### src/rtl/rtc_pkg.sv
package rtc_pkg;

    localparam int ADDR_W = 6;

    localparam logic [ADDR_W-1:0] OFS_HM     = 6'h00;
    localparam logic [ADDR_W-1:0] OFS_SEC    = 6'h04;
    localparam logic [ADDR_W-1:0] OFS_AHM    = 6'h08;
    localparam logic [ADDR_W-1:0] OFS_ASEC   = 6'h0C;
    localparam logic [ADDR_W-1:0] OFS_CTRL   = 6'h10;
    localparam logic [ADDR_W-1:0] OFS_STAT   = 6'h14;
    localparam logic [ADDR_W-1:0] OFS_IEN    = 6'h18;
    localparam logic [ADDR_W-1:0] OFS_CDOWN  = 6'h1C;
    localparam logic [ADDR_W-1:0] OFS_DAY    = 6'h20;
    localparam logic [ADDR_W-1:0] OFS_ADAY   = 6'h24;

    localparam int FLAG_W   = 5;
    localparam int BIT_CD   = 0;
    localparam int BIT_ALM  = 2;
    localparam int BIT_SEC  = 4;
    localparam int BIT_RUN  = 7;
    localparam logic [FLAG_W-1:0] FLAG_MASK = 5'b10101;

    localparam int SEC_W  = 6;
    localparam int MIN_W  = 6;
    localparam int HOUR_W = 5;

    typedef enum logic {
        RUN_HALT,
        RUN_ACTIVE
    } run_state_e;

    typedef enum logic [1:0] {
        SW_IDLE,
        SW_COUNT,
        SW_FIRE
    } cd_state_e;

endpackage

### src/rtl/rtc_timebase.sv
module rtc_timebase
    import rtc_pkg::*;
#(
    parameter int DAY_W = 16
) (
    input  logic              clk,
    input  logic              rst_n,
    input  logic              step,
    input  logic              wr_hm,
    input  logic              wr_sec,
    input  logic              wr_day,
    input  logic [31:0]       wdata,
    output logic [SEC_W-1:0]  sec_q,
    output logic [MIN_W-1:0]  min_q,
    output logic [HOUR_W-1:0] hour_q,
    output logic [DAY_W-1:0]  day_q,
    output logic              stepped_q,
    output logic              min_wrap_q
);

    localparam logic [SEC_W-1:0]  SEC_LAST  = SEC_W'(59);
    localparam logic [MIN_W-1:0]  MIN_LAST  = MIN_W'(59);
    localparam logic [HOUR_W-1:0] HOUR_LAST = HOUR_W'(23);

    logic [SEC_W-1:0]  sec_n;
    logic [MIN_W-1:0]  min_n;
    logic [HOUR_W-1:0] hour_n;
    logic [DAY_W-1:0]  day_n;
    logic              s_wrap;
    logic              m_wrap;
    logic              h_wrap;

    always_comb begin
        sec_n  = sec_q;
        min_n  = min_q;
        hour_n = hour_q;
        day_n  = day_q;
        s_wrap = (sec_q  >= SEC_LAST);
        m_wrap = (min_q  >= MIN_LAST);
        h_wrap = (hour_q >= HOUR_LAST);
        if (step) begin
            sec_n = s_wrap ? '0 : sec_q + 1'b1;
            if (s_wrap) begin
                min_n = m_wrap ? '0 : min_q + 1'b1;
                if (m_wrap) begin
                    hour_n = h_wrap ? '0 : hour_q + 1'b1;
                    if (h_wrap) begin
                        day_n = day_q + 1'b1;
                    end
                end
            end
        end
        if (wr_hm) begin
            hour_n = wdata[8 +: HOUR_W];
            min_n  = wdata[0 +: MIN_W];
        end
        if (wr_sec) begin
            sec_n = wdata[0 +: SEC_W];
        end
        if (wr_day) begin
            day_n = wdata[0 +: DAY_W];
        end
    end

    always_ff @(posedge clk or negedge rst_n) begin
        if (!rst_n) begin
            sec_q      <= '0;
            min_q      <= '0;
            hour_q     <= '0;
            day_q      <= '0;
            stepped_q  <= 1'b0;
            min_wrap_q <= 1'b0;
        end else begin
            sec_q      <= sec_n;
            min_q      <= min_n;
            hour_q     <= hour_n;
            day_q      <= day_n;
            stepped_q  <= step;
            min_wrap_q <= step & s_wrap;
        end
    end


    sec_range_chk: assert property (@(posedge clk) disable iff (!rst_n)
        stepped_q |-> (sec_q <= SEC_LAST));


    hour_wrap_chk: assert property (@(posedge clk) disable iff (!rst_n)
        (step && !wr_day && !wr_hm && sec_q == SEC_LAST && min_q == MIN_LAST && hour_q == HOUR_LAST)
        |=> (hour_q == '0 && day_q == $past(day_q) + 1'b1));

endmodule

### src/rtl/rtc_alarm_cmp.sv
module rtc_alarm_cmp
    import rtc_pkg::*;
#(
    parameter int DAY_W = 16
) (
    input  logic [SEC_W-1:0]  sec,
    input  logic [MIN_W-1:0]  minute,
    input  logic [HOUR_W-1:0] hour,
    input  logic [DAY_W-1:0]  day,
    input  logic [SEC_W-1:0]  a_sec,
    input  logic [MIN_W-1:0]  a_min,
    input  logic [HOUR_W-1:0] a_hour,
    input  logic [DAY_W-1:0]  a_day,
    output logic              hit
);

    logic [3:0] field_eq;

    always_comb begin
        field_eq[0] = (sec    == a_sec);
        field_eq[1] = (minute == a_min);
        field_eq[2] = (hour   == a_hour);
        field_eq[3] = (day    == a_day);
        hit         = &field_eq;
    end

endmodule

### src/rtl/rtc_countdown.sv
module rtc_countdown
    import rtc_pkg::*;
#(
    parameter int CD_W = 8
) (
    input  logic            clk,
    input  logic            rst_n,
    input  logic            load,
    input  logic [CD_W-1:0] load_val,
    input  logic            min_wrap,
    output logic [CD_W-1:0] count_q,
    output logic            fire
);

    localparam logic [CD_W-1:0] ONE = CD_W'(1);

    cd_state_e state_q, state_n;

    always_ff @(posedge clk or negedge rst_n) begin
        if (!rst_n) begin
            state_q <= SW_IDLE;
        end else begin
            state_q <= state_n;
        end
    end

    always_comb begin
        state_n = state_q;
        unique case (state_q)
            SW_IDLE: begin
                if (load && load_val != '0) state_n = SW_COUNT;
            end
            SW_COUNT: begin
                if (load)                           state_n = (load_val != '0) ? SW_COUNT : SW_IDLE;
                else if (min_wrap && count_q == ONE) state_n = SW_FIRE;
            end
            SW_FIRE: begin
                state_n = (load && load_val != '0) ? SW_COUNT : SW_IDLE;
            end
            default: state_n = SW_IDLE;
        endcase
    end

    always_ff @(posedge clk or negedge rst_n) begin
        if (!rst_n) begin
            count_q <= '0;
        end else if (load) begin
            count_q <= load_val;
        end else if (state_q == SW_COUNT && min_wrap) begin
            count_q <= count_q - 1'b1;
        end
    end

    always_comb begin
        fire = (state_q == SW_FIRE);
    end


    cd_fire_zero_chk: assert property (@(posedge clk) disable iff (!rst_n)
        (state_q == SW_FIRE) |-> (count_q == '0));


    cd_idle_hold_chk: assert property (@(posedge clk) disable iff (!rst_n)
        (state_q == SW_IDLE && !load) |=> (state_q == SW_IDLE));

endmodule

### src/rtl/rtc_core.sv
module rtc_core
    import rtc_pkg::*;
#(
    parameter int DAY_W = 16,
    parameter int CD_W  = 8
) (
    input  logic              clk,
    input  logic              rst_n,
    input  logic              tick_1hz,
    input  logic              bus_wr,
    input  logic              bus_rd,
    input  logic [ADDR_W-1:0] bus_addr,
    input  logic [31:0]       bus_wdata,
    output logic [31:0]       bus_rdata,
    output logic              irq
);

    run_state_e run_q, run_n;

    logic              wr_hm, wr_sec, wr_day, wr_ahm, wr_asec, wr_aday;
    logic              wr_ctrl, wr_stat, wr_ien, wr_cd;
    logic              time_wr;
    logic              running;
    logic              step;

    logic [SEC_W-1:0]  sec_q;
    logic [MIN_W-1:0]  min_q;
    logic [HOUR_W-1:0] hour_q;
    logic [DAY_W-1:0]  day_q;
    logic              stepped;
    logic              min_wrap;

    logic [SEC_W-1:0]  a_sec_q;
    logic [MIN_W-1:0]  a_min_q;
    logic [HOUR_W-1:0] a_hour_q;
    logic [DAY_W-1:0]  a_day_q;
    logic              alarm_hit;

    logic [CD_W-1:0]   cd_count;
    logic              cd_fire;

    logic [FLAG_W-1:0] stat_q, stat_set, stat_clr;
    logic [FLAG_W-1:0] ien_q;
    logic [31:0]       rd_mux;

    always_comb begin
        wr_hm   = bus_wr && bus_addr == OFS_HM;
        wr_sec  = bus_wr && bus_addr == OFS_SEC;
        wr_day  = bus_wr && bus_addr == OFS_DAY;
        wr_ahm  = bus_wr && bus_addr == OFS_AHM;
        wr_asec = bus_wr && bus_addr == OFS_ASEC;
        wr_aday = bus_wr && bus_addr == OFS_ADAY;
        wr_ctrl = bus_wr && bus_addr == OFS_CTRL;
        wr_stat = bus_wr && bus_addr == OFS_STAT;
        wr_ien  = bus_wr && bus_addr == OFS_IEN;
        wr_cd   = bus_wr && bus_addr == OFS_CDOWN;
        time_wr = wr_hm | wr_sec | wr_day;
    end

    // Run state register
    always_ff @(posedge clk or negedge rst_n) begin
        if (!rst_n) begin
            run_q <= RUN_HALT;
        end else begin
            run_q <= run_n;
        end
    end

    // Run transitions: START and STOP
    always_comb begin
        run_n = run_q;
        unique case (run_q)
            RUN_HALT:   if (wr_ctrl &&  bus_wdata[BIT_RUN]) run_n = RUN_ACTIVE;
            RUN_ACTIVE: if (wr_ctrl && !bus_wdata[BIT_RUN]) run_n = RUN_HALT;
            default:    run_n = RUN_HALT;
        endcase
    end

    // Run outputs
    always_comb begin
        running = (run_q == RUN_ACTIVE);
        step    = tick_1hz && running && !time_wr;
    end

    rtc_timebase #(.DAY_W(DAY_W)) u_timebase (
        .clk        (clk),
        .rst_n      (rst_n),
        .step       (step),
        .wr_hm      (wr_hm),
        .wr_sec     (wr_sec),
        .wr_day     (wr_day),
        .wdata      (bus_wdata),
        .sec_q      (sec_q),
        .min_q      (min_q),
        .hour_q     (hour_q),
        .day_q      (day_q),
        .stepped_q  (stepped),
        .min_wrap_q (min_wrap)
    );

    always_ff @(posedge clk or negedge rst_n) begin
        if (!rst_n) begin
            a_sec_q  <= '0;
            a_min_q  <= '0;
            a_hour_q <= '0;
            a_day_q  <= '0;
        end else begin
            if (wr_ahm) begin
                a_hour_q <= bus_wdata[8 +: HOUR_W];
                a_min_q  <= bus_wdata[0 +: MIN_W];
            end
            if (wr_asec) a_sec_q <= bus_wdata[0 +: SEC_W];
            if (wr_aday) a_day_q <= bus_wdata[0 +: DAY_W];
        end
    end

    rtc_alarm_cmp #(.DAY_W(DAY_W)) u_alarm (
        .sec    (sec_q),
        .minute (min_q),
        .hour   (hour_q),
        .day    (day_q),
        .a_sec  (a_sec_q),
        .a_min  (a_min_q),
        .a_hour (a_hour_q),
        .a_day  (a_day_q),
        .hit    (alarm_hit)
    );

    rtc_countdown #(.CD_W(CD_W)) u_countdown (
        .clk      (clk),
        .rst_n    (rst_n),
        .load     (wr_cd),
        .load_val (bus_wdata[CD_W-1:0]),
        .min_wrap (min_wrap),
        .count_q  (cd_count),
        .fire     (cd_fire)
    );

    always_comb begin
        stat_set          = '0;
        stat_set[BIT_SEC] = stepped;
        stat_set[BIT_ALM] = stepped & alarm_hit;
        stat_set[BIT_CD]  = cd_fire;
        stat_clr          = wr_stat ? (bus_wdata[FLAG_W-1:0] & FLAG_MASK) : '0;
    end

    always_ff @(posedge clk or negedge rst_n) begin
        if (!rst_n) begin
            stat_q <= '0;
            ien_q  <= '0;
        end else begin
            stat_q <= (stat_q & ~stat_clr) | stat_set;
            if (wr_ien) ien_q <= bus_wdata[FLAG_W-1:0] & FLAG_MASK;
        end
    end

    always_comb begin
        irq = |(stat_q & ien_q);
    end

    always_comb begin
        rd_mux = '0;
        unique case (bus_addr)
            OFS_HM:    rd_mux = (32'(hour_q) << 8) | 32'(min_q);
            OFS_SEC:   rd_mux = 32'(sec_q);
            OFS_AHM:   rd_mux = (32'(a_hour_q) << 8) | 32'(a_min_q);
            OFS_ASEC:  rd_mux = 32'(a_sec_q);
            OFS_CTRL:  rd_mux = 32'(running) << BIT_RUN;
            OFS_STAT:  rd_mux = 32'(stat_q);
            OFS_IEN:   rd_mux = 32'(ien_q);
            OFS_CDOWN: rd_mux = 32'(cd_count);
            OFS_DAY:   rd_mux = 32'(day_q);
            OFS_ADAY:  rd_mux = 32'(a_day_q);
            default:   rd_mux = '0;
        endcase
    end

    always_ff @(posedge clk or negedge rst_n) begin
        if (!rst_n) begin
            bus_rdata <= '0;
        end else if (bus_rd) begin
            bus_rdata <= rd_mux;
        end
    end


    halt_freeze_chk: assert property (@(posedge clk) disable iff (!rst_n)
        (run_q == RUN_HALT && !time_wr) |=> ($stable(sec_q) && $stable(min_q) && $stable(hour_q) && $stable(day_q)));


    wr_priority_chk: assert property (@(posedge clk) disable iff (!rst_n)
        time_wr |=> !stepped);


    w1c_alarm_chk: assert property (@(posedge clk) disable iff (!rst_n)
        (wr_stat && bus_wdata[BIT_ALM] && !(stepped && alarm_hit)) |=> !stat_q[BIT_ALM]);


    sec_flag_src_chk: assert property (@(posedge clk) disable iff (!rst_n)
        $rose(stat_q[BIT_SEC]) |-> $past(stepped));


    alarm_flag_src_chk: assert property (@(posedge clk) disable iff (!rst_n)
        $rose(stat_q[BIT_ALM]) |-> $past(alarm_hit));

endmodule

### config.mk
export PLATFORM = sky130hd
export DESIGN_NAME = rtc_core
export DESIGN_NICKNAME = d
export VERILOG_FILES = /design/src/rtl/rtc_pkg.sv /design/src/rtl/rtc_timebase.sv /design/src/rtl/rtc_alarm_cmp.sv /design/src/rtl/rtc_countdown.sv /design/src/rtl/rtc_core.sv
export SDC_FILE = /design/constraint.sdc
export NUM_CORES = 1
export LEC_CHECK = 0
export BUFFER_PORTS_ARGS = -buffer_cell sky130_fd_sc_hd__buf_2
export CORE_ASPECT_RATIO = 0.8
export CORE_MARGIN = 2
export CORE_UTILIZATION = 40
export DETAILED_ROUTE_END_ITERATION = 12
export GPL_ROUTABILITY_DRIVEN = 0
export PLACE_DENSITY_LB_ADDON = 0.25
export SLEW_MARGIN = 20
export SYNTH_ARGS = -nofsm -noshare
export SYNTH_HDL_FRONTEND = slang
export SYNTH_SLANG_ARGS = --single-unit
### constraint.sdc
create_clock -name clk -period 2.2 [get_ports clk]
set_clock_uncertainty 0.15 [all_clocks]
set_input_delay 0.11 -clock clk [delete_from_list [all_inputs] [get_ports clk]]
set_output_delay 0.11 -clock clk [all_outputs]
set_load 0.02 [all_outputs]
==> results by group, run 1 <==
Yosys
  • Post-Synthesis Cells: 606
  • Ys async rst share: 100%
  • Top cell type's share of synthesized area: 42.9%
  • Avg Cell Area, Syn: 9.72 um2
  • Post-synth EDFFs: 0
  • Sequential share of the synthesized area: 42.9%
  • Ys Warns: 0
  • Most frequent cells after synthesis: dfrtp_1, mux2_2, nand2_1
  • Synth top area cells: dfrtp_1, mux2_2, xnor2_1
  • Most numerous cell in the Yosys netlist: dfrtp_1
  • Leading area contributor after synthesis: dfrtp_1
  • Cell Area, Synth: 0.00589 mm2
  • #FFs+latches synth: 101
  • Dominant synthesized flop cell: dfrtp_1
  • Synth unique cells: 58

Setup path
  • RR Endpoint: u_timebase.day_q[13]
  • Critical path's slowest cell: or4_4
  • Register-to-Register Path Depth: 6
  • Worst Setup SP: u_timebase.sec_q[1]
  • CP bufs+invs: 0
  • R2R Setup Slk: -0.06 ns
  • Critical Path Stages: 6
  • Top Family by Delay on Critical Path: simple AND/OR/NAND/NOR gates
  • Critical Path End: u_timebase.day_q[13]
  • RR Startpoint: u_timebase.sec_q[1]
  • WP data arrival: 2.40 ns
  • Crit path kind: reg -> reg
  • Critical path fanouts, max: 7
  • Cells along the critical path: ha_4, o2111ai_4, a31o_4, or4_4, or3_1, a31oi_1
  • Startpoint types: flop
  • Endpoint class of the critical path: flop
  • Slowest Stage Delay on Critical Path: 0.57 ns
  • Required time worst endpoint: 2.33 ns

Cells and area
  • Area grow syn2layout: 22.7%
  • # diodes: 0
  • Core Util, Final: 50.4%
  • Post-layout net count: 748
  • Final instance area: 0.00723 mm2
  • Post-Layout Cell Count: 888
  • Share of layout cells above drive strength 1: 27.4%

Timing
  • Slew @ Worst Pin: 0.872 ns
  • Fin crit period: 2.26 ns
  • Fin crit share: 103%
  • Worst hold margin: 0.0146 ns
  • RSZ-0062 raised after global routing: yes
  • Setup total negative slack: -0.125 ns
  • Max_slew headroom: 41.4%
  • Max-slew violations: 0
  • Maximum clock rate: 442 MHz
  • Hold Vio Cnt, Final: 0
  • Worst setup slack after layout: -0.0646 ns
  • # setup viols final: 3

Clocking
  • CTS max path bufs: 2
  • CTS H-tree depth: 3
  • Clk pin slew, worst setup/hold paths: 0.08 ns
  • CTS Buf Count: 9
  • Worst-Skew Late Latency: 0.36 ns
  • Clk sink count: 101
  • CTS tree: yes
  • CTS Root Cell: clkbuf_16

Power
  • Max IR drop VDD: 0.528 mV
  • Clock Power Share: 29.1%
  • Power per Cell Area: 738 mW/mm2
  • P_leak: 3.13 nW
  • Psw: 1.79 mW
  • Power share of the combinational group: 26.3%
  • Sequential share of power: 44.5%
  • Internal power: 3.55 mW
  • Switching share of total power: 33.5%

Global routing
  • Largest net degree at the start of global routing: 44
  • Vias in the first global route: 4980
  • Initial antenna violation count: 0
  • First-pass GRT wire length: 27900 um
  • Gr usage total: 22.8%
  • Congestion Overflow GR: 0

Routing
  • DR iter-0 viols: 506
  • Final WL: 17800 um
  • DRC viols: 0
  • Antenna Violating Nets Remaining: 0
  • Drt wl/cell: 20.1 um
  • Vias/cell: 5.83
  • TritonRoute pass-1 iters: 7
  • Vias: 5179

Placement
  • IO Port Bufs: 43
  • Placed insts: 851
  • Placed cell area: 0.00661 mm2
  • Hpwl dp: 12800 um

Die
  • Die height: 113 um
  • Core ar.: 0.0143 mm2
  • Die ar.: 0.0157 mm2
  • Num ports: 76
  • Starting Density: 41.1%
  • Die Width: 140 um
  • Row count: 39

Outcome
  • Outcome: finished, violations left
  • Failing checks: negative setup slack

Run
  • Max Cap Viol: 0

Hold path
  • Hold/Removal Path Class: in -> reg
power groups by stage:
| stage | combinational [mW] | clock, mW | sequential, mW |
|---|---|---|---|
| floorplan | 0.789 | 0 | 2.38 |
| global placement | 1.29 | 0 | 2.39 |
| detailed placement | 1.32 | 0 | 2.40 |
| CTS | 1.36 | 1.57 | 2.37 |
| global route | 1.53 | 1.65 | 2.41 |
| finish | 1.40 | 1.55 | 2.38 |
cell usage in the layout (no fill, tap or decap), types with 7 or more instances in the layout:
cell type,synthesis,final
a21boi_0,8,8
a21oi_1,30,30
a222oi_1,10,10
a31oi_1,13,13
and3_1,8,8
buf_2,6,42
buf_4,16,63
clkbuf_16,0,9
conb_1,1,16
dfrtp_1,101,101
dlygate4sd3_1,0,16
inv_1,26,25
mux2_2,40,40
nand2_1,38,38
nand3_1,17,17
nand4_1,11,11
nor2_1,36,36
nor4_1,17,11
o21ai_0,30,27
o22ai_1,13,13
or3_1,8,7
xnor2_1,29,29
xor2_1,20,19
registers in the layout, indices dropped and copies added (netlist names), 2 cells and up, named ones only:
name / count
stat_q: 3
a_sec_q: 6
a_day_q: 16
u_countdown.state_q: 2
u_timebase.min_q: 6
a_min_q: 6
ien_q: 3
u_timebase.sec_q: 6
u_countdown.count_q: 8
a_hour_q: 5
u_timebase.day_q: 16
u_timebase.hour_q: 5
bus_rdata: 16
through the flow:
stage,power (mW),setup WS [ns]
floorplan,3.17,-0.188
global route,5.60,-0.134
global placement,3.68,-0.139
CTS,5.30,-0.0346
detailed placement,3.73,-0.180
finish,5.34,-0.0646
layer usage:
metal	routed length [um]	vias up	GRT usage, %
li1	-	2384	-
met1	8400	2556	34.0
met2	7870	215	34.1
met3	1200	24	4.27
met4	354	0	6.33
met5	0	-	0
worst min-delay path by stage:
stage | to | cells past startpoint | startpoint | slack [ns]
2_1_floorplan | asynchronous set/reset pin | 0 | rst_n | -0.34
3_3_place_gp | u_timebase.sec_q[2] | 1 | rst_n | -0.07
3_5_place_dp | u_timebase.sec_q[2] | 1 | rst_n | -0.07
4_1_cts | u_timebase.sec_q[4] | 3 | bus_wdata[4] | 0.01
5_1_grt | u_countdown.count_q[4] | 3 | bus_wdata[4] | 0.02
6_report | u_timebase.sec_q[4] | 3 | bus_wdata[4] | 0.01
layout make-up:
| type | count | area [um2] |
|---|---|---|
| inverter | 26 | 97.6 |
| clock buffer | 9 | 225 |
| clock inverter | 7 | 60.1 |
| fill | 1351 | 7120 |
| multi-input combinational | 435 | 3180 |
| timing repair buffer | 126 | 908 |
| sequential | 101 | 2530 |
| tap | 184 | 230 |
worst register-to-register path: stages (launching register included):
cell and delay (ns):
dfrtp_1 0.40, ha_4 0.17, o2111ai_4 0.12, a31o_4 0.27, or4_4 0.57, or3_1 0.34
a31oi_1 0.18
what timing repair did:
item | CTS | global route
endpoints found under the hold margin | 113 | 0
setup buffers | 2 | 2
resized for setup | 5 | 23
hold buffers | 16 | 0
gates cloned | 1 | 0
pin swaps | 8 | 10
endpoints found under the setup margin | 8 | 21
logic make-up after synthesis:
| family | Yosys count | share of synthesized area (%) |
|---|---|---|
| adders and majority gates | 6 | 1.27 |
| DFF | 101 | 42.9 |
| AOI/OAI and AO/OA | 144 | 17.0 |
| other | 1 | 0.0637 |
| xor gates and xnor gates | 49 | 7.29 |
| muxes | 45 | 9.14 |
| buffers and inverters | 86 | 6.65 |
| and+or+nand+nor | 174 | 15.7 |
(Power assumes the default switching activity.)
==> inputs of run 2 (changes only) <==
--- a/config.mk
+++ b/config.mk
@@ -5,12 +5,13 @@
 export SDC_FILE = /design/constraint.sdc
 export NUM_CORES = 1
 export LEC_CHECK = 0
-export BUFFER_PORTS_ARGS = -buffer_cell sky130_fd_sc_hd__buf_2
 export CORE_ASPECT_RATIO = 0.8
 export CORE_MARGIN = 2
 export CORE_UTILIZATION = 40
 export DETAILED_ROUTE_END_ITERATION = 12
+export DONT_BUFFER_PORTS = 1
 export GPL_ROUTABILITY_DRIVEN = 0
+export GPL_TIMING_DRIVEN = 0
 export PLACE_DENSITY_LB_ADDON = 0.25
 export SLEW_MARGIN = 20
 export SYNTH_ARGS = -nofsm -noshare
==> run 2 against run 1 <==
The run ends with negative hold slack, negative setup slack left. Largest power group unchanged. Wire length increased by 0.17%. Global-route usage increased by 0.17 points. Utilization decreased by 2.2 points. Clock power increased by 27%.
==> results by group, run 2 (same netlist as run 1, synthesis figures left out) <==
Cells and area
  • Most common cell after layout, fill and taps aside: dfrtp_1 (unchanged)
  • Core Util, Final: 48.2% (was 50.4%)
  • Post-Layout Cell Count: 842 (was 888)
  • Share of layout cells above drive strength 1: 20.1% (was 27.4%)
  • Area grow syn2layout: 17.4% (was 22.7%)
  • Post-layout net count: 701 (was 748)
  • Largest regs: a_day_q x16, bus_rdata x16, u_timebase.day_q x16 (unchanged)
  • Most frequent cells in the layout: dfrtp_1, mux2_2, nand2_1, nor2_1 (was dfrtp_1, buf_4, buf_2, mux2_2, nand2_1)

Placement
  • Placed insts: 805 (was 851)
  • Hpwl dp: 12400 um (was 12800 um)
  • IO Port Bufs: 0 (was 43)

Global routing
  • Gr usage total: 23.0% (was 22.8%)
  • Met2 Use GR: 34.5% (was 34.1%)
  • Vias in the first global route: 4866 (was 4980)
  • GRT Max-Usage Layer: met2 (unchanged)
  • Congestion Overflow GR: 0 (unchanged)
  • GRT met1 Usage: 32.2% (was 34.0%)
  • Initial antenna violation count: 1 (was 0)
  • First-pass GRT wire length: 27800 um (was 27900 um)
  • Met3 Track Usage GR: 7.12% (was 4.27%)
  • Largest net degree at the start of global routing: 102 (was 44)

Clocking
  • CTS max path bufs: 2 (unchanged)
  • Hold buffer count at cts: 15 (was 16)
  • CTS H-tree depth: 3 (unchanged)
  • Worst-Skew Late Latency: 0.37 ns (was 0.36 ns)
  • Clk sink count: 101 (unchanged)
  • CTS Root Cell: clkbuf_16 (unchanged)
  • Clk pin slew, worst setup/hold paths: 0.08 ns (about the same)
  • CTS tree: yes (unchanged)
  • CTS Buf Count: 9 (unchanged)

Outcome
  • Failing checks: negative hold slack, negative setup slack (was negative setup slack)
  • Outcome: finished, violations left (unchanged)

Hold path
  • Hold/Removal Path Class: in -> async (was in -> reg)

Setup path
  • Critical path fanouts, max: 7 (unchanged)
  • Startpoint types: flop (unchanged)
  • Cells along the critical path: ha_4, o2111ai_4, a31o_4, or4_4, or3_1, a31oi_1 (unchanged)
  • WP data arrival: 2.41 ns (was 2.40 ns)
  • CP bufs+invs: 0 (unchanged)
  • Slowest Stage Delay on Critical Path: 0.57 ns (about the same)
  • Crit path kind: reg -> reg (unchanged)
  • Required time worst endpoint: 2.34 ns (was 2.33 ns)
  • Top Family by Delay on Critical Path: simple AND/OR/NAND/NOR gates (unchanged)
  • Endpoint class of the critical path: flop (unchanged)
  • Critical path's slowest cell: or4_4 (unchanged)

Power
  • Max IR drop VDD: 0.468 mV (was 0.528 mV)
  • P_leak: 2.80 nW (was 3.13 nW)
  • Power per Cell Area: 807 mW/mm2 (was 738 mW/mm2)

Routing
  • Vias: 4973 (was 5179)
  • Vias/cell: 5.91 (was 5.83)
  • TritonRoute pass-1 iters: 5 (was 7)
  • DRC viols: 0 (unchanged)
  • Drt wl/cell: 21.2 um (was 20.1 um)
  • Antenna Violating Nets Remaining: 0 (unchanged)
  • Final WL: 17900 um (was 17800 um)
  • DR iter-0 viols: 479 (was 506)

Die
  • Row count: 39 (unchanged)
  • Die Width: 140 um (unchanged)
  • Num ports: 76 (unchanged)
  • Core ar.: 0.0143 mm2 (unchanged)
  • Die height: 113 um (unchanged)
  • Starting Density: 41.1% (unchanged)
  • Die ar.: 0.0157 mm2 (unchanged)

Timing
  • Max-slew violations: 0 (unchanged)
  • Slew @ Worst Pin: 0.714 ns (was 0.872 ns)
  • Maximum clock rate: 440 MHz (was 442 MHz)
  • Fin crit share: 103% (about the same)
  • Max_slew headroom: 52.4% (was 41.4%)
  • Worst hold margin: -0.708 ns (was 0.0146 ns)
  • Fin crit period: 2.27 ns (was 2.26 ns)
  • Hold Vio Cnt, Final: 101 (was 0)
  • RSZ-0062 raised after global routing: yes (unchanged)
  • Worst setup slack after layout: -0.0733 ns (was -0.0646 ns)
  • # setup viols final: 4 (was 3)

Run
  • Max Cap Viol: 0 (unchanged)
[run 2: cell count changes in the layout (fill, tap and decap cells not counted), sizes merged, moves of 4 or more]
cell    change
buf        -71
clkbuf     +26
bufinv      +4
clkinv      -4
[run 2: area by class of cell]
cell class | instances | area [um2]
sequential | 101 | 2540
inverter | 26 | 97.6
clock buffer | 10 | 229
timing repair buffer | 26 | 233
antenna | 1 | 2.50
clock inverter | 6 | 134
tap | 184 | 230
buffer | 53 | 288
multi-input combinational | 435 | 3160
fill | 1361 | 7430
[run 2: routing by layer]
metal,vias to the layer above,share of wire (%)
met4,0,1.7
li1,2269,-
met3,28,8.3
met2,193,45
met5,-,0
met1,2483,45
[run 2: what timing repair did]
item                                   in CTS  in global routing
pin swaps                                   8                  2
gates resized for setup                    21                 25
cloned                                      0                  1
setup buffers                               9                  2
endpoints found under the hold margin     156                101
setup endpoints to repair                  36                 38
[run 2: path summary, 6_finish.rpt]
| check | from | endpoint | slack, ns | cells after the start |
|---|---|---|---|---|
| min in group clk | bus_rd | bus_rdata[3] | 0.03 | 2 |
| setup / recovery | u_timebase.sec_q[0] | u_timebase.day_q[13] | -0.07 | 6 |
| max in group asynchronous | rst_n | bus_rdata[6] | 2.48 | 0 |
| hold reg to reg | u_countdown.state_q[1] | u_countdown.state_q[1] | 0.36 | 1 |
| setup reg to reg | u_timebase.sec_q[0] | u_timebase.day_q[13] | -0.07 | 6 |
| hold / removal | rst_n | u_timebase.sec_q[2] | -0.71 | 0 |
[run 2: per-stage QoR]
| step | setup slack (ns) | power (mW) | instance area [um2] | setup TNS, ns |
|---|---|---|---|---|
| after CTS | -0.0633 | 5.56 | 6830 | -0.215 |
| after global placement | -0.574 | 3.44 | 6210 | -17.49 |
| after floorplan | -0.188 | 3.17 | 5980 | -0.862 |
| after detailed placement | -0.615 | 3.49 | 6210 | -19.32 |
| after global routing | -0.146 | 5.83 | 6910 | -0.794 |
| final | -0.0733 | 5.58 | 6920 | -0.223 |
[run 2: worst register-to-register path, delay by kind of cell (launching register included)]
| kind | cells | cell delay (ns) |
|---|---|---|
| adders and majority gates | 1 | 0.16 |
| and+or+nand+nor | 2 | 0.90 |
| DFF | 1 | 0.39 |
| AOI/OAI and AO/OA | 3 | 0.61 |
[run 2: power by group]
group / leakage, nW / internal (mW) / switching [mW]
clock: 0.177 / 1.23 / 0.737
combinational: 1.35 / 0.559 / 0.596
sequential: 1.28 / 2.12 / 0.344
total: 2.80 / 3.90 / 1.68
==> inputs of run 3 (changes only) <==
--- a/config.mk
+++ b/config.mk
@@ -11,7 +11,6 @@
 export DETAILED_ROUTE_END_ITERATION = 12
 export DONT_BUFFER_PORTS = 1
 export GPL_ROUTABILITY_DRIVEN = 0
-export GPL_TIMING_DRIVEN = 0
 export PLACE_DENSITY_LB_ADDON = 0.25
 export SLEW_MARGIN = 20
 export SYNTH_ARGS = -nofsm -noshare
==> run 3 against run 2 <==
The flow still finishes with violations (negative hold slack, negative setup slack). Critical path type unchanged. Hold slack improved by 0.018 ns. Final cell count increased by 0.12%. Global-route usage decreased by 0.12 points. Sequential power decreased by 3%. Maximum frequency increased by 1.4%. Largest power group unchanged. Power decreased by 3.2%.
==> results by group, run 3 (same netlist as run 1, synthesis figures left out) <==
Outcome
  • Outcome: finished, violations left (unchanged)
  • Failing checks: negative hold slack, negative setup slack (unchanged)

Cells and area
  • Final instance area: 0.00701 mm2 (was 0.00692 mm2)
  • # diodes: 0 (was 1)
  • Post-Layout Cell Count: 843 (was 842)
  • Area of the multi-input gates: 0.00316 mm2 (about the same)
  • Storage cell area: 0.00253 mm2 (was 0.00254 mm2)
  • Core Util, Final: 48.9% (was 48.2%)
  • Share of layout cells above drive strength 1: 20.9% (was 20.1%)
  • Area grow syn2layout: 19.1% (was 17.4%)
  • Largest regs: a_day_q x16, bus_rdata x16, u_timebase.day_q x16 (unchanged)
  • Fillers: 1335 (was 1361)
  • Most common cell after layout, fill and taps aside: dfrtp_1 (unchanged)
  • Most frequent cells in the layout: dfrtp_1, buf_4, mux2_2, nand2_1, nor2_1 (was dfrtp_1, mux2_2, nand2_1, nor2_1)
  • Post-layout net count: 704 (was 701)

Timing
  • Max-slew violations: 0 (unchanged)
  • RSZ-0062 raised after global routing: yes (unchanged)
  • Max_slew headroom: 46.6% (was 52.4%)
  • Hold Vio Cnt, Final: 101 (unchanged)
  • # setup viols final: 6 (was 4)
  • Slew @ Worst Pin: 0.795 ns (was 0.714 ns)
  • Fin crit share: 102% (was 103%)
  • Setup total negative slack: -0.130 ns (was -0.223 ns)
  • Worst setup slack after layout: -0.0414 ns (was -0.0733 ns)
  • Maximum clock rate: 446 MHz (was 440 MHz)
  • Worst hold margin: -0.690 ns (was -0.708 ns)
  • Fin crit period: 2.24 ns (was 2.27 ns)

Power
  • Power per Cell Area: 770 mW/mm2 (was 807 mW/mm2)
  • P_leak: 2.95 nW (was 2.80 nW)
  • Total Power: 5.40 mW (was 5.58 mW)
  • Max IR drop VDD: 0.372 mV (was 0.468 mV)

Die
  • Die Width: 140 um (unchanged)
  • Starting Density: 41.1% (unchanged)
  • Die ar.: 0.0157 mm2 (unchanged)
  • Num ports: 76 (unchanged)
  • Core ar.: 0.0143 mm2 (unchanged)
  • Die height: 113 um (unchanged)
  • Row count: 39 (unchanged)

Setup path
  • Critical path's slowest cell: or3_4 (was or4_4)
  • R2R Setup Slk: -0.04 ns (was -0.07 ns)
  • Critical path fanouts, max: 5 (was 7)
  • Register-to-Register Path Depth: 7 (was 6)
  • Cells along the critical path: ha_4, o2111ai_4, a211o_4, or3_4, buf_6, or3_1, a31oi_1 (was ha_4, o2111ai_4, a31o_4, or4_4, or3_1, a31oi_1)
  • WP data arrival: 2.36 ns (was 2.41 ns)
  • RR Startpoint: u_timebase.min_q[0] (was u_timebase.sec_q[0])
  • RR Endpoint: u_timebase.day_q[14] (was u_timebase.day_q[13])
  • Endpoint class of the critical path: flop (unchanged)
  • Slowest Stage Delay on Critical Path: 0.41 ns (was 0.57 ns)
  • Crit path kind: reg -> reg (unchanged)
  • Required time worst endpoint: 2.32 ns (was 2.34 ns)
  • Startpoint types: flop (unchanged)

Clocking
  • CTS tree: yes (unchanged)
  • CTS max path bufs: 2 (unchanged)
  • Hold buffer count at cts: 23 (was 15)
  • CTS H-tree depth: 3 (unchanged)
  • Worst-Skew Late Latency: 0.35 ns (was 0.37 ns)
  • CTS Buf Count: 9 (unchanged)
  • CTS Root Cell: clkbuf_16 (unchanged)
  • Clk sink count: 101 (unchanged)
  • Clk pin slew, worst setup/hold paths: 0.07 ns (was 0.08 ns)

Placement
  • Hpwl dp: 12300 um (was 12400 um)
  • Placed insts: 800 (was 805)
  • IO Port Bufs: 0 (unchanged)
  • Placed cell area: 0.00632 mm2 (was 0.00621 mm2)
  • DP Worst Slack: -0.210 ns (was -0.615 ns)

Global routing
  • Initial antenna violation count: 1 (unchanged)
  • Congestion Overflow GR: 0 (unchanged)
  • Vias in the first global route: 4941 (was 4866)
  • Largest net degree at the start of global routing: 102 (unchanged)
  • Gr usage total: 22.9% (was 23.0%)
  • First-pass GRT wire length: 27900 um (was 27800 um)

Routing
  • DR iter-0 viols: 446 (was 479)
  • Final WL: 17600 um (was 17900 um)
  • DRC viols: 0 (unchanged)
  • Antenna Violating Nets Remaining: 0 (unchanged)
  • Drt wl/cell: 20.9 um (was 21.2 um)
  • Vias: 5020 (was 4973)
  • Vias/cell: 5.95 (was 5.91)
  • TritonRoute pass-1 iters: 5 (unchanged)

Hold path
  • Hold/Removal Path Class: in -> async (unchanged)

Run
  • Max Cap Viol: 0 (unchanged)
==> run 3: cell count changes in the layout (fill, tap and decap cells not counted), moves of 8 or more <==
cell           change
dfrtp_1            +8
dlygate4sd3_1      +8
dfrtp_2            -8
clkbuf_1          -22
buf_4             +28
==> run 3: layout make-up <==
type / count / share of cell area, %
multi-input cells: 434 / 45.0
flip-flops and latches: 101 / 36.0
repair buffers: 83 / 9.81
well taps: 184 / 3.28
clock buffers: 9 / 3.21
inverters: 26 / 1.39
clock inverters: 6 / 1.25
==> run 3: where the power goes <==
group / total [mW] / switching, mW / internal [mW]
Clock: 1.73 / 0.735 / 0.994
Sequential: 2.38 / 0.272 / 2.11
Combinational: 1.29 / 0.660 / 0.635
==> run 3: routing by layer <==
metal | GRT usage (%) | part of all wire [%] | up-vias
met5 | 0 | 0 | -
met4 | 6.60 | 1.9 | 0
met3 | 5.29 | 7.6 | 31
met2 | 34.7 | 44 | 203
met1 | 32.9 | 46 | 2500
li1 | - | - | 2286
==> run 3: critical path: cells and delay by family, from the launching register on <==
family,cells,cell delay [ns]
simple gates,2,0.71
compound gates,3,0.60
flops,1,0.40
fa+ha+maj,1,0.16
buf+inv,1,0.13
==> run 3: worst max-delay path by stage <==
stage | from | endpoint | slack, ns | cells after the start
floorplan | u_timebase.min_q[1] | u_timebase.day_q[15] | -0.19 | 7
global placement | u_timebase.min_q[1] | u_timebase.day_q[14] | -0.15 | 7
detailed placement | u_timebase.min_q[0] | u_timebase.day_q[14] | -0.21 | 7
CTS | u_timebase.min_q[0] | u_timebase.day_q[14] | -0.05 | 7
global route | u_timebase.min_q[0] | u_timebase.day_q[14] | -0.12 | 7
finish | u_timebase.min_q[0] | u_timebase.day_q[14] | -0.04 | 7
==> run 3: what timing repair did <==
item,in CTS,in global routing
setup buffers,4,2
gates resized for setup,6,13
setup endpoints to repair,10,16
endpoints found under the hold margin,199,101
pin swaps,8,8
